`src/rtl/ptw_pkg.sv`:
```
package ptw_pkg;

  typedef enum logic [2:0] {
    W_IDLE  = 3'd0,
    W_OUTER = 3'd1,
    W_INNER = 3'd2,
    W_DONE  = 3'd3,
    W_FAULT = 3'd4
  } walk_state_e;

  typedef enum logic {
    LVL_DIR  = 1'b0,
    LVL_LEAF = 1'b1
  } fault_lvl_e;

endpackage

```
`src/rtl/ptw_va_split.sv`:
```
module ptw_va_split #(
  parameter int OUTER_W     = 10,
  parameter int INNER_W     = 10,
  parameter int OFS_W       = 12,
  parameter int PA_W        = 32,
  parameter int ENTRY_BYTES = 4,
  localparam int VA_W       = OUTER_W + INNER_W + OFS_W,
  localparam int FRAME_W    = PA_W - OFS_W
) (
  input  logic [VA_W-1:0]    va,
  input  logic [PA_W-1:0]    base,
  input  logic [FRAME_W-1:0] frame,
  output logic [OFS_W-1:0]   offset,
  output logic [PA_W-1:0]    outer_addr,
  output logic [PA_W-1:0]    inner_addr
);
  localparam int ENTRY_SH = $clog2(ENTRY_BYTES);

  logic [OUTER_W-1:0] outer_idx;
  logic [INNER_W-1:0] inner_idx;
  logic [PA_W-1:0]    outer_scaled;
  logic [PA_W-1:0]    inner_scaled;

  always_comb begin
    outer_idx    = va[VA_W-1 -: OUTER_W];
    inner_idx    = va[OFS_W +: INNER_W];
    offset       = va[OFS_W-1:0];
    outer_scaled = {{(PA_W-OUTER_W){1'b0}}, outer_idx} << ENTRY_SH;
    inner_scaled = {{(PA_W-INNER_W){1'b0}}, inner_idx} << ENTRY_SH;
    outer_addr   = base + outer_scaled;
    inner_addr   = {frame, {OFS_W{1'b0}}} + inner_scaled;
  end

endmodule

```
`src/rtl/ptw_ctrl.sv`:
```
module ptw_ctrl
  import ptw_pkg::*;
#(
  parameter int VA_W    = 32,
  parameter int PA_W    = 32,
  parameter int FRAME_W = 20
) (
  input  logic               clk,
  input  logic               rst,
  input  logic               req_valid,
  input  logic [VA_W-1:0]    req_va,
  output logic               req_ready,
  output logic [VA_W-1:0]    va_sel,
  input  logic [PA_W-1:0]    outer_addr,
  input  logic [PA_W-1:0]    inner_addr,
  output logic               mem_req_valid,
  input  logic               mem_req_ready,
  output logic [PA_W-1:0]    mem_req_addr,
  input  logic               mem_rsp_valid,
  input  logic               rsp_present,
  input  logic [FRAME_W-1:0] rsp_frame,
  output logic               cap_en,
  output logic               cap_fault,
  output fault_lvl_e         cap_level,
  output logic [FRAME_W-1:0] cap_frame
);

  walk_state_e     state_q;
  walk_state_e     state_d;
  logic [VA_W-1:0] va_q;
  logic            rd_pend_q;
  logic            take_rsp;
  logic            hs;

  assign req_ready = (state_q == W_IDLE);
  assign va_sel    = (state_q == W_IDLE) ? req_va : va_q;
  assign hs        = mem_req_valid && mem_req_ready;
  assign take_rsp  = rd_pend_q && mem_rsp_valid;

  always_comb begin
    state_d   = state_q;
    cap_en    = 1'b0;
    cap_fault = 1'b0;
    cap_level = LVL_DIR;
    cap_frame = rsp_frame;
    unique case (state_q)
      W_IDLE:  if (req_valid) state_d = W_OUTER;
      W_OUTER: if (take_rsp) begin
        if (rsp_present) begin
          state_d = W_INNER;
        end else begin
          state_d   = W_FAULT;
          cap_en    = 1'b1;
          cap_fault = 1'b1;
          cap_level = LVL_DIR;
        end
      end
      W_INNER: if (take_rsp) begin
        cap_en    = 1'b1;
        cap_level = LVL_LEAF;
        if (rsp_present) begin
          state_d = W_DONE;
        end else begin
          state_d   = W_FAULT;
          cap_fault = 1'b1;
        end
      end
      W_DONE:  state_d = W_IDLE;
      W_FAULT: state_d = W_IDLE;
      default: state_d = W_IDLE;
    endcase
  end

  always_ff @(posedge clk) begin
    if (rst) begin
      state_q       <= W_IDLE;
      va_q          <= '0;
      rd_pend_q     <= 1'b0;
      mem_req_valid <= 1'b0;
      mem_req_addr  <= '0;
    end else begin
      state_q <= state_d;
      if (hs) begin
        mem_req_valid <= 1'b0;
        rd_pend_q     <= 1'b1;
      end
      if (take_rsp) rd_pend_q <= 1'b0;
      if (state_q == W_IDLE && req_valid) begin
        va_q          <= req_va;
        mem_req_valid <= 1'b1;
        mem_req_addr  <= outer_addr;
      end
      if (state_q == W_OUTER && take_rsp && rsp_present) begin
        mem_req_valid <= 1'b1;
        mem_req_addr  <= inner_addr;
      end
    end
  end


  req_hold_chk: assert property (@(posedge clk) disable iff (rst)
    (mem_req_valid && !mem_req_ready) |=> (mem_req_valid && $stable(mem_req_addr)));


  single_outstanding_chk: assert property (@(posedge clk) disable iff (rst)
    rd_pend_q |-> !mem_req_valid);


  busy_after_accept_chk: assert property (@(posedge clk) disable iff (rst)
    (req_valid && req_ready) |=> !req_ready);


  stray_rsp_chk: assert property (@(posedge clk) disable iff (rst)
    (state_q == W_IDLE && !req_valid && mem_rsp_valid) |=> (state_q == W_IDLE));

endmodule

```
`src/rtl/ptw_result.sv`:
```
module ptw_result
  import ptw_pkg::*;
#(
  parameter int PA_W    = 32,
  parameter int OFS_W   = 12,
  parameter int FRAME_W = 20
) (
  input  logic               clk,
  input  logic               rst,
  input  logic               cap_en,
  input  logic               cap_fault,
  input  fault_lvl_e         cap_level,
  input  logic [FRAME_W-1:0] cap_frame,
  input  logic [OFS_W-1:0]   offset,
  output logic               done_valid,
  output logic               done_fault,
  output logic               fault_level,
  output logic [PA_W-1:0]    done_pa
);

  always_ff @(posedge clk) begin
    if (rst) begin
      done_valid  <= 1'b0;
      done_fault  <= 1'b0;
      fault_level <= 1'b0;
      done_pa     <= '0;
    end else begin
      done_valid <= cap_en;
      if (cap_en) begin
        done_fault  <= cap_fault;
        fault_level <= cap_fault && (cap_level == LVL_LEAF);
        done_pa     <= cap_fault ? '0 : {cap_frame, offset};
      end
    end
  end


  done_pulse_chk: assert property (@(posedge clk) disable iff (rst)
    done_valid |=> !done_valid);


  result_hold_chk: assert property (@(posedge clk) disable iff (rst)
    !done_valid |-> ($stable(done_pa) && $stable(done_fault) && $stable(fault_level)));


  fault_zero_pa_chk: assert property (@(posedge clk) disable iff (rst)
    (done_valid && done_fault) |-> (done_pa == '0));

endmodule

```
`src/rtl/ptw_top.sv`:
```
module ptw_top
  import ptw_pkg::*;
#(
  parameter int OUTER_W     = 10,
  parameter int INNER_W     = 10,
  parameter int OFS_W       = 12,
  parameter int PA_W        = 32,
  parameter int PTE_W       = 32,
  parameter int ENTRY_BYTES = 4,
  localparam int VA_W       = OUTER_W + INNER_W + OFS_W,
  localparam int FRAME_W    = PA_W - OFS_W
) (
  input  logic             clk,
  input  logic             rst,
  input  logic             req_valid,
  output logic             req_ready,
  input  logic [VA_W-1:0]  req_va,
  input  logic [PA_W-1:0]  tbl_base,
  output logic             mem_req_valid,
  input  logic             mem_req_ready,
  output logic [PA_W-1:0]  mem_req_addr,
  input  logic             mem_rsp_valid,
  input  logic [PTE_W-1:0] mem_rsp_data,
  output logic             done_valid,
  output logic             done_fault,
  output logic             fault_level,
  output logic [PA_W-1:0]  done_pa
);

  logic [VA_W-1:0]    va_sel;
  logic [OFS_W-1:0]   offset;
  logic [PA_W-1:0]    outer_addr;
  logic [PA_W-1:0]    inner_addr;
  logic [FRAME_W-1:0] rsp_frame;
  logic               rsp_present;
  logic               cap_en;
  logic               cap_fault;
  fault_lvl_e         cap_level;
  logic [FRAME_W-1:0] cap_frame;

  assign rsp_frame   = mem_rsp_data[PTE_W-1 -: FRAME_W];
  assign rsp_present = mem_rsp_data[0];

  ptw_va_split #(
    .OUTER_W(OUTER_W), .INNER_W(INNER_W), .OFS_W(OFS_W),
    .PA_W(PA_W), .ENTRY_BYTES(ENTRY_BYTES)
  ) u_split (
    .va(va_sel), .base(tbl_base), .frame(rsp_frame),
    .offset(offset), .outer_addr(outer_addr), .inner_addr(inner_addr)
  );

  ptw_ctrl #(.VA_W(VA_W), .PA_W(PA_W), .FRAME_W(FRAME_W)) u_ctrl (
    .clk(clk), .rst(rst),
    .req_valid(req_valid), .req_va(req_va), .req_ready(req_ready),
    .va_sel(va_sel), .outer_addr(outer_addr), .inner_addr(inner_addr),
    .mem_req_valid(mem_req_valid), .mem_req_ready(mem_req_ready),
    .mem_req_addr(mem_req_addr), .mem_rsp_valid(mem_rsp_valid),
    .rsp_present(rsp_present), .rsp_frame(rsp_frame),
    .cap_en(cap_en), .cap_fault(cap_fault), .cap_level(cap_level),
    .cap_frame(cap_frame)
  );

  ptw_result #(.PA_W(PA_W), .OFS_W(OFS_W), .FRAME_W(FRAME_W)) u_result (
    .clk(clk), .rst(rst),
    .cap_en(cap_en), .cap_fault(cap_fault), .cap_level(cap_level),
    .cap_frame(cap_frame), .offset(offset),
    .done_valid(done_valid), .done_fault(done_fault),
    .fault_level(fault_level), .done_pa(done_pa)
  );

endmodule

```
`config.mk`:
```
export PLATFORM = sky130hd
export DESIGN_NAME = ptw_top
export DESIGN_NICKNAME = d
export VERILOG_FILES = /design/src/rtl/ptw_pkg.sv /design/src/rtl/ptw_va_split.sv /design/src/rtl/ptw_ctrl.sv /design/src/rtl/ptw_result.sv /design/src/rtl/ptw_top.sv
export SDC_FILE = /design/constraint.sdc
export NUM_CORES = 1
export LEC_CHECK = 0
export BUFFER_PORTS_ARGS = -buffer_cell sky130_fd_sc_hd__buf_4
export CELL_PAD_IN_SITES_DETAIL_PLACEMENT = 0
export CELL_PAD_IN_SITES_GLOBAL_PLACEMENT = 1
export CORE_MARGIN = 10
export CORE_UTILIZATION = 30
export CTS_CLUSTER_DIAMETER = 40
export CTS_CLUSTER_SIZE = 16
export DETAILED_ROUTE_END_ITERATION = 16
export GPL_TIMING_DRIVEN = 1
export PLACE_DENSITY = 0.64
export SLEW_MARGIN = 25
export SYNTH_ARGS = -nofsm -noshare
export SYNTH_HDL_FRONTEND = slang
export SYNTH_SLANG_ARGS = --single-unit
```
`constraint.sdc`:
```
create_clock -name clk -period 4.3 [get_ports clk]
set_input_delay 0.215 -clock clk [delete_from_list [all_inputs] [get_ports clk]]
set_output_delay 0.215 -clock clk [all_outputs]
set_load 0.02 [all_outputs]
```
==> results of run 1 <==
## path summary, 6_finish.rpt
path                            slack (ns)  cells past startpoint                      end         startpoint
worst max-delay path                  0.91                     10  u_ctrl.mem_req_addr[15]  u_ctrl.state_q[2]
worst min-delay path                  0.09                      2        u_ctrl.state_q[2]    mem_rsp_data[0]
worst max register to register        0.91                     10  u_ctrl.mem_req_addr[15]  u_ctrl.state_q[2]
worst min register to register        0.45                      2          u_ctrl.va_q[14]    u_ctrl.va_q[14]
## synthesized netlist by cell type, types with 4 or more instances
| cell type | n |
|---|---|
| nand3_1 | 14 |
| o21a_1 | 4 |
| o21ai_1 | 4 |
| a21oi_1 | 66 |
| ha_1 | 10 |
| buf_2 | 13 |
| a211oi_1 | 10 |
| buf_6 | 4 |
| inv_1 | 10 |
| o22ai_1 | 13 |
| nor2b_1 | 4 |
| nand2_1 | 94 |
| a31oi_1 | 4 |
| o21ai_0 | 10 |
| nor2_1 | 62 |
| xnor2_1 | 15 |
| clkbuf_1 | 25 |
| a2111oi_2 | 4 |
| xor2_1 | 4 |
| nor3_2 | 4 |
| nand4_1 | 4 |
| and3_1 | 17 |
| nand2b_1 | 8 |
| mux2_2 | 11 |
| a22oi_1 | 34 |
| nor3_1 | 13 |
| dfxtp_1 | 104 |
## layout make-up
class,instances,area share
clock buffer,11,0.0364
clock inverter,5,0.00956
inverter,10,0.00562
multi-input combinational,448,0.409
sequential,104,0.312
tap,220,0.0412
timing repair buffer,166,0.187
## per-stage QoR
step | hold slack [ns] | instances | utilization | area [µm²]
global route | 0.0840 | 964 | 0.404 | 6680
detailed placement | 0.447 | 948 | 0.385 | 6370
CTS | 0.0736 | 964 | 0.404 | 6680
global placement | 0.437 | 948 | 0.385 | 6370
floorplan | 0.294 | 606 | - | 5040
finish | 0.0946 | 964 | 0.404 | 6680
## routing by layer
metal  vias up  routed length (µm)  share of wire  GRT usage
li1       2415                   -              -          -
met5         -                   0              0          0
met3        20                1020          0.059     0.0417
met2       114                8460           0.49      0.246
met4         0                 310          0.018     0.0481
met1      2294                7410           0.43      0.181
## registers in the layout (all words and copies together) (netlist names)
signal	cells
u_ctrl.state_q	3
u_result.fault_level	1
u_result.done_fault	1
u_ctrl.mem_req_addr	32
u_ctrl.va_q	32
u_result.done_valid	1
u_result.done_pa	32
u_ctrl.mem_req_valid	1
u_ctrl.rd_pend_q	1
## power by group through the flow
stage / clock network (W) / logic, W / registers [W]
after global routing: 0.000923 / 0.000523 / 0.00105
after CTS: 0.000883 / 0.000480 / 0.00104
after detailed placement: 0 / 0.000477 / 0.00106
final: 0.000854 / 0.000474 / 0.00104
after floorplan: 0 / 0.000256 / 0.00109
after global placement: 0 / 0.000474 / 0.00106
## critical path, delay by kind of cell, from the launching register on
family          cells  cell delay [ns]
xor+xnor            1             0.17
compound gates      4             1.26
mux                 1             0.37
flops               1             0.44
buf+inv             1             0.26
fa+ha+maj           1             0.36
simple gates        2             0.37
## logic make-up after synthesis
logic type                 count (synthesis)  synth area share
AOI/OAI and AO/OA                        168             0.220
DFF                                      104             0.413
xor gates and xnor gates                  19            0.0330
muxes                                     12            0.0266
adders and majority gates                 11            0.0288
buffers and inverters                     54            0.0494
and+or+nand+nor                          238             0.229
==> qor.txt, run 1 <==
H-tree depth: 3
Mapped Area: 0.00504 mm²
Post-synth EDFFs: 0
Synthesized area per cell: 8.31 µm²
Port bufs: 158
Clk buf depth: 2
Net Sw Frac: 0.287
Relative slew slack: 0.342
Clock Power Share: 0.361
Min Tclk post-route: 3.39 ns
Internal power: 0.00169 W
Share of power burned in registers: 0.439
Core box area: 0.0165 mm²
CTS tree: done
Startpoint types: flip-flop
Commonest non-fill, non-tap cell in the layout: buf_4
Setup_tns: 0 ns
First-pass GRT wire length: 26.8 mm
Leakage: 2.75 nW
Setup violators final: 0
N_diodes: 0
Share of flip-flops with an asynchronous set or reset: 0
CP Max Fanout: 16
Post-route setup slack: 0.912 ns
Max-slew violations: 0
Outcome: complete, no violations
Post-Syn Instances: 606
Vias: 4843
Layout Area Growth over Synthesis: 32.5%
HPWL after detailed placement: 12.3 mm
Crit Path Class: reg -> reg
P_sw: 0.000679 W
Tightest Hold Check Type: in -> reg
Synth Flop Type: dfxtp_1
Clock transition at the registers of the reported paths: 0.07 ns
Pre-antenna DRT Iters: 4
Routed WL: 17.2 mm
Cell Pwr Density: 355 mW/mm²
Comb pwr share: 0.200
Worst-Margin Slew: 0.987 ns
FILL cells: 1706
CTS Hold Buffers Added: 0
CP cell instances: nor3_2, buf_4, mux2_2, ha_1, a21oi_1, o21ai_1, a211oi_4, nor2_1, xnor2_1, o22ai_1
Post-synth net total: 718
Initial antenna violation count: 0
Sink Count: 104
Final period utilization: 0.788
Synth cell types: 59
Sequential area share after synthesis: 0.413
Req. time, crit path: 4.50 ns
CP max stage cell: a211oi_4
Pin count of the biggest net entering global routing: 62
Remaining antenna violation count: 0
Max Fclk: 0.295 GHz
I/O pin count: 170
Most frequent cells in the layout: 166 x buf_4, 104 x dfxtp_1, 94 x nand2_1
Nets: 851
Max cap viols: 0
Unrepaired setup endpoints after global routing: false
Worst-Skew Late Latency: 0.34 ns
CP endpoint kind: flip-flop
Hold Vio Cnt, Final: 0
Die height: 150 µm
Iter 0 DRT Violations: 234
Area of the multi-input gates: 0.00273 mm²
Full die area: 0.0224 mm²
Number of cell rows: 47
Worst EP arrival: 3.59 ns
DRC viols: 0
Worst path max stage delay: 0.76 ns
Largest area contributor in the netlist: dfxtp_1
Vias in the first global route: 4877
Initial core utilization: 0.305
CTS buffer count: 9
Root Buffer: clkbuf_16
Max Clock Skew: 0.00686 ns
Synth top area cells: dfxtp_1 41%, nand2_1 7.0%, a21oi_1 6.6%, a22oi_1 5.1%, nor2_1 4.6%
Pre-CTS setup slack: 0.918 ns
GP Congestion: 0.819
Final Power: 0.00237 W
VDD IR max: 221 µV
Synthesis-stage register bit count: 104
Yosys warnings: 0
Post-CTS Setup Repair Bufs: 0
Synth top area share: 0.413
GRT Util Overall: 0.148
Via-per-instance ratio: 5.02
DR WL/cell: 17.8 µm
Die width: 150 µm
Register area: 0.00208 mm²
GR Overflow Total: 0
PostCTS Resize Cnt: 0
Share of cells above drive strength 1: 0.293
Note: power is estimated with default switching activity, not from simulation.
==> run 2: changes to the inputs <==
Settings changed: PLACE_DENSITY 0.64 to 0.67.
Clock period 4.3 ns to 3 ns, I/O delays scaled along.
==> run 2 against run 1 <==
Effect of this change:
- final cell count is 1.3% higher
- sequential power up 43%
- maximum frequency is 19% higher
- total power rose by 41%
- sequential share of layout area decreased by 0.76 points
- clock power is 29% higher
- core utilization grew 1.0 points
- final area rose by 2.5%
- critical endpoint is now u_ctrl.mem_req_addr[22]
==> qor.txt, run 2 (same netlist as run 1, synthesis figures left out) <==
Outcome: complete, no violations
Inst Count DP: 960 (+1.3%)
Setup_tns: 0 ns (unchanged)
Root Buffer: clkbuf_16
Met2 usage: 0.249 (+0.00310)
Unrepaired setup endpoints after global routing: true
Worst EP arrival: 3.06 ns (-0.53 ns)
Met3 GRT Util: 0.0444 (+0.00272)
Worst Path Buf+Inv: 2 (+1)
GP Congestion: 0.845 (+3.1%)
Internal power: 0.00235 W (+39%)
FILL cells: 1680 (-1.5%)
Layout Area Growth over Synthesis: 35.8%
N_diodes: 0 (unchanged)
DR WL/cell: 17.8 µm (-0.24%)
Via-per-instance ratio: 4.98 (-0.82%)
Final Cell Area: 0.00684 mm² (+2.5%)
Die height: 150 µm (unchanged)
Cell Pwr Density: 487 mW/mm² (+37%)
Port bufs: 158 (unchanged)
Register area: 0.00208 mm² (unchanged)
VDD IR max: 266 µV (+20%)
Iter 0 DRT Violations: 243 (+3.8%)
Max Clock Skew: 0.00995 ns (+0.00309 ns)
Routed WL: 17.4 mm (+1.1%)
Commonest non-fill, non-tap cell in the layout: buf_4
Nets: 864 (+1.5%)
Worst-Skew Late Latency: 0.35 ns (about the same)
HPWL after detailed placement: 12.8 mm (+4.2%)
Met1 Use GR: 0.181 (+0.000490)
Share of power burned in registers: 0.447 (+0.008)
Vias in the first global route: 4911 (+0.70%)
CP Max Fanout: 6 (-10)
Req. time, crit path: 3.21 ns (-1.29 ns)
Share of cells above drive strength 1: 0.318 (+0.0254)
Final period utilization: 0.952 (+0.164)
Remaining antenna violation count: 0 (unchanged)
Initial antenna violation count: 0 (unchanged)
Area of the multi-input gates: 0.00280 mm² (+2.6%)
First-pass GRT wire length: 26.9 mm (+0.44%)
H-tree depth: 3 (unchanged)
CP max stage cell: fa_1
Pre-antenna DRT Iters: 5 (+1)
Startpoint types: flip-flop
Largest regs: u_ctrl.mem_req_addr (32), u_ctrl.va_q (32), u_result.done_pa (32)
Die width: 150 µm (unchanged)
Pin count of the biggest net entering global routing: 56 (-9.7%)
Tightest Hold Check Type: in -> reg
R2R Path Start: u_ctrl.state_q[2]
Net Sw Frac: 0.295 (+0.00844)
Min Tclk post-route: 2.86 ns (-0.532 ns)
GR peak layer: met2
Sink Count: 104 (unchanged)
Leakage: 2.81 nW (+2.1%)
Most frequent cells in the layout: 175 x buf_4, 104 x dfxtp_1, 94 x nand2_1
I/O pin count: 170 (unchanged)
Pre-CTS setup slack: 0.106 ns (-0.813 ns)
CP delay by family, top: compound AO/OA/AOI/OAI gates
Full die area: 0.0224 mm² (unchanged)
Vias: 4868 (+0.52%)
Setup violators final: 0 (unchanged)
CTS tree: done
Max cap viols: 0 (unchanged)
Hold path startpoint: mem_rsp_data[0]
Relative slew slack: 0.577 (+0.235)
Hold Vio Cnt, Final: 0 (unchanged)
Post-route setup slack: 0.144 ns (-0.768 ns)
First element of the critical path: u_ctrl.state_q[2]
P_sw: 0.000982 W (+45%)
Clock transition at the registers of the reported paths: 0.07 ns (about the same)
Comb pwr share: 0.222 (+0.022)
Core box area: 0.0165 mm² (unchanged)
Clk buf depth: 2 (unchanged)
Number of cell rows: 47 (unchanged)
CP cell instances: nor3_4, mux2_4, ha_2, inv_1, fa_1, nand2b_4, a21oi_2, o2111ai_2, buf_4, a211oi_1, xnor2_1, o22ai_1
GRT Util Overall: 0.150 (+0.00174)
Placed cell areas: 0.00649 mm² (+1.9%)
CP endpoint kind: flip-flop
CTS buffer count: 9 (unchanged)
Clock Power Share: 0.331 (-0.030)
GR Overflow Total: 0 (unchanged)
Fin util: 0.414 (+0.0101)
Worst path max stage delay: 0.39 ns (-0.37 ns)
Max-slew violations: 0 (unchanged)
DRC viols: 0 (unchanged)
Post-layout instance count excluding filler cells: 977 (+1.3%)
Crit Path Class: reg -> reg
Max Fclk: 0.350 GHz (+19%)
Worst-Margin Slew: 0.634 ns (-0.353 ns)
Initial core utilization: 0.305 (unchanged)
==> run 2: cell count changes in the layout (fill, tap and decap cells not counted), sizes merged <==
cell	previous run	this run
buf	166	179
clkinvlp	0	4
inv	12	11
clkinv	2	1
clkbuf	11	10
bufinv	1	0
==> run 2: layout make-up <==
class / count / area share
clock inverter: 6 / 0.00640
inverter: 10 / 0.00549
tap: 220 / 0.0402
multi-input combinational: 448 / 0.409
timing repair buffer: 179 / 0.201
clock buffer: 10 / 0.0335
sequential: 104 / 0.304
==> run 2: path summary, 6_finish.rpt <==
path | slack, ns | to | cells after the start
worst min register to register | 0.45 | u_ctrl.va_q[23] | 2
worst min-delay path | 0.03 | u_ctrl.state_q[2] | 2
worst max-delay path | 0.14 | u_ctrl.mem_req_addr[22] | 12
worst max register to register | 0.14 | u_ctrl.mem_req_addr[22] | 12
==> run 2: power groups by stage <==
stage          clock network, W  logic [W]  registers [W]
2_1_floorplan                 0   0.000370        0.00156
5_1_grt                 0.00119   0.000812        0.00150
4_1_cts                 0.00115   0.000728        0.00149
3_3_place_gp                  0   0.000713        0.00152
6_report                0.00110   0.000739        0.00149
3_5_place_dp                  0   0.000724        0.00152
==> run 2: worst reg2reg max path, stage by stage (launching register included) <==
cell       delay (ns)
dfxtp_1          0.34
nor3_4           0.29
mux2_4           0.22
ha_2             0.20
inv_1            0.06
fa_1             0.39
nand2b_4         0.17
a21oi_2          0.19
o2111ai_2        0.16
buf_4            0.19
a211oi_1         0.25
xnor2_1          0.16
o22ai_1          0.09
==> run 2: metal layers <==
layer	vias to the layer above	routed length, µm
met5	-	0
met4	0	243
met3	15	1220
met2	135	8430
met1	2272	7500
li1	2446	-
==> run 2: per-stage QoR <==
stage / hold slack, ns / power, W
after global placement: 0.380 / 0.00223
final: 0.0299 / 0.00333
after CTS: 0.0147 / 0.00336
after global routing: 0.0304 / 0.00349
after floorplan: 0.229 / 0.00193
after detailed placement: 0.390 / 0.00224
==> run 2: what timing repair did <==
item | 4_1_cts | 5_1_grt
hold endpoints to repair | 0 | 0
resized for setup | 0 | 16
buffers inserted | 0 | 1
hold buffers | 0 | 0
endpoints found under the setup margin | 0 | 18
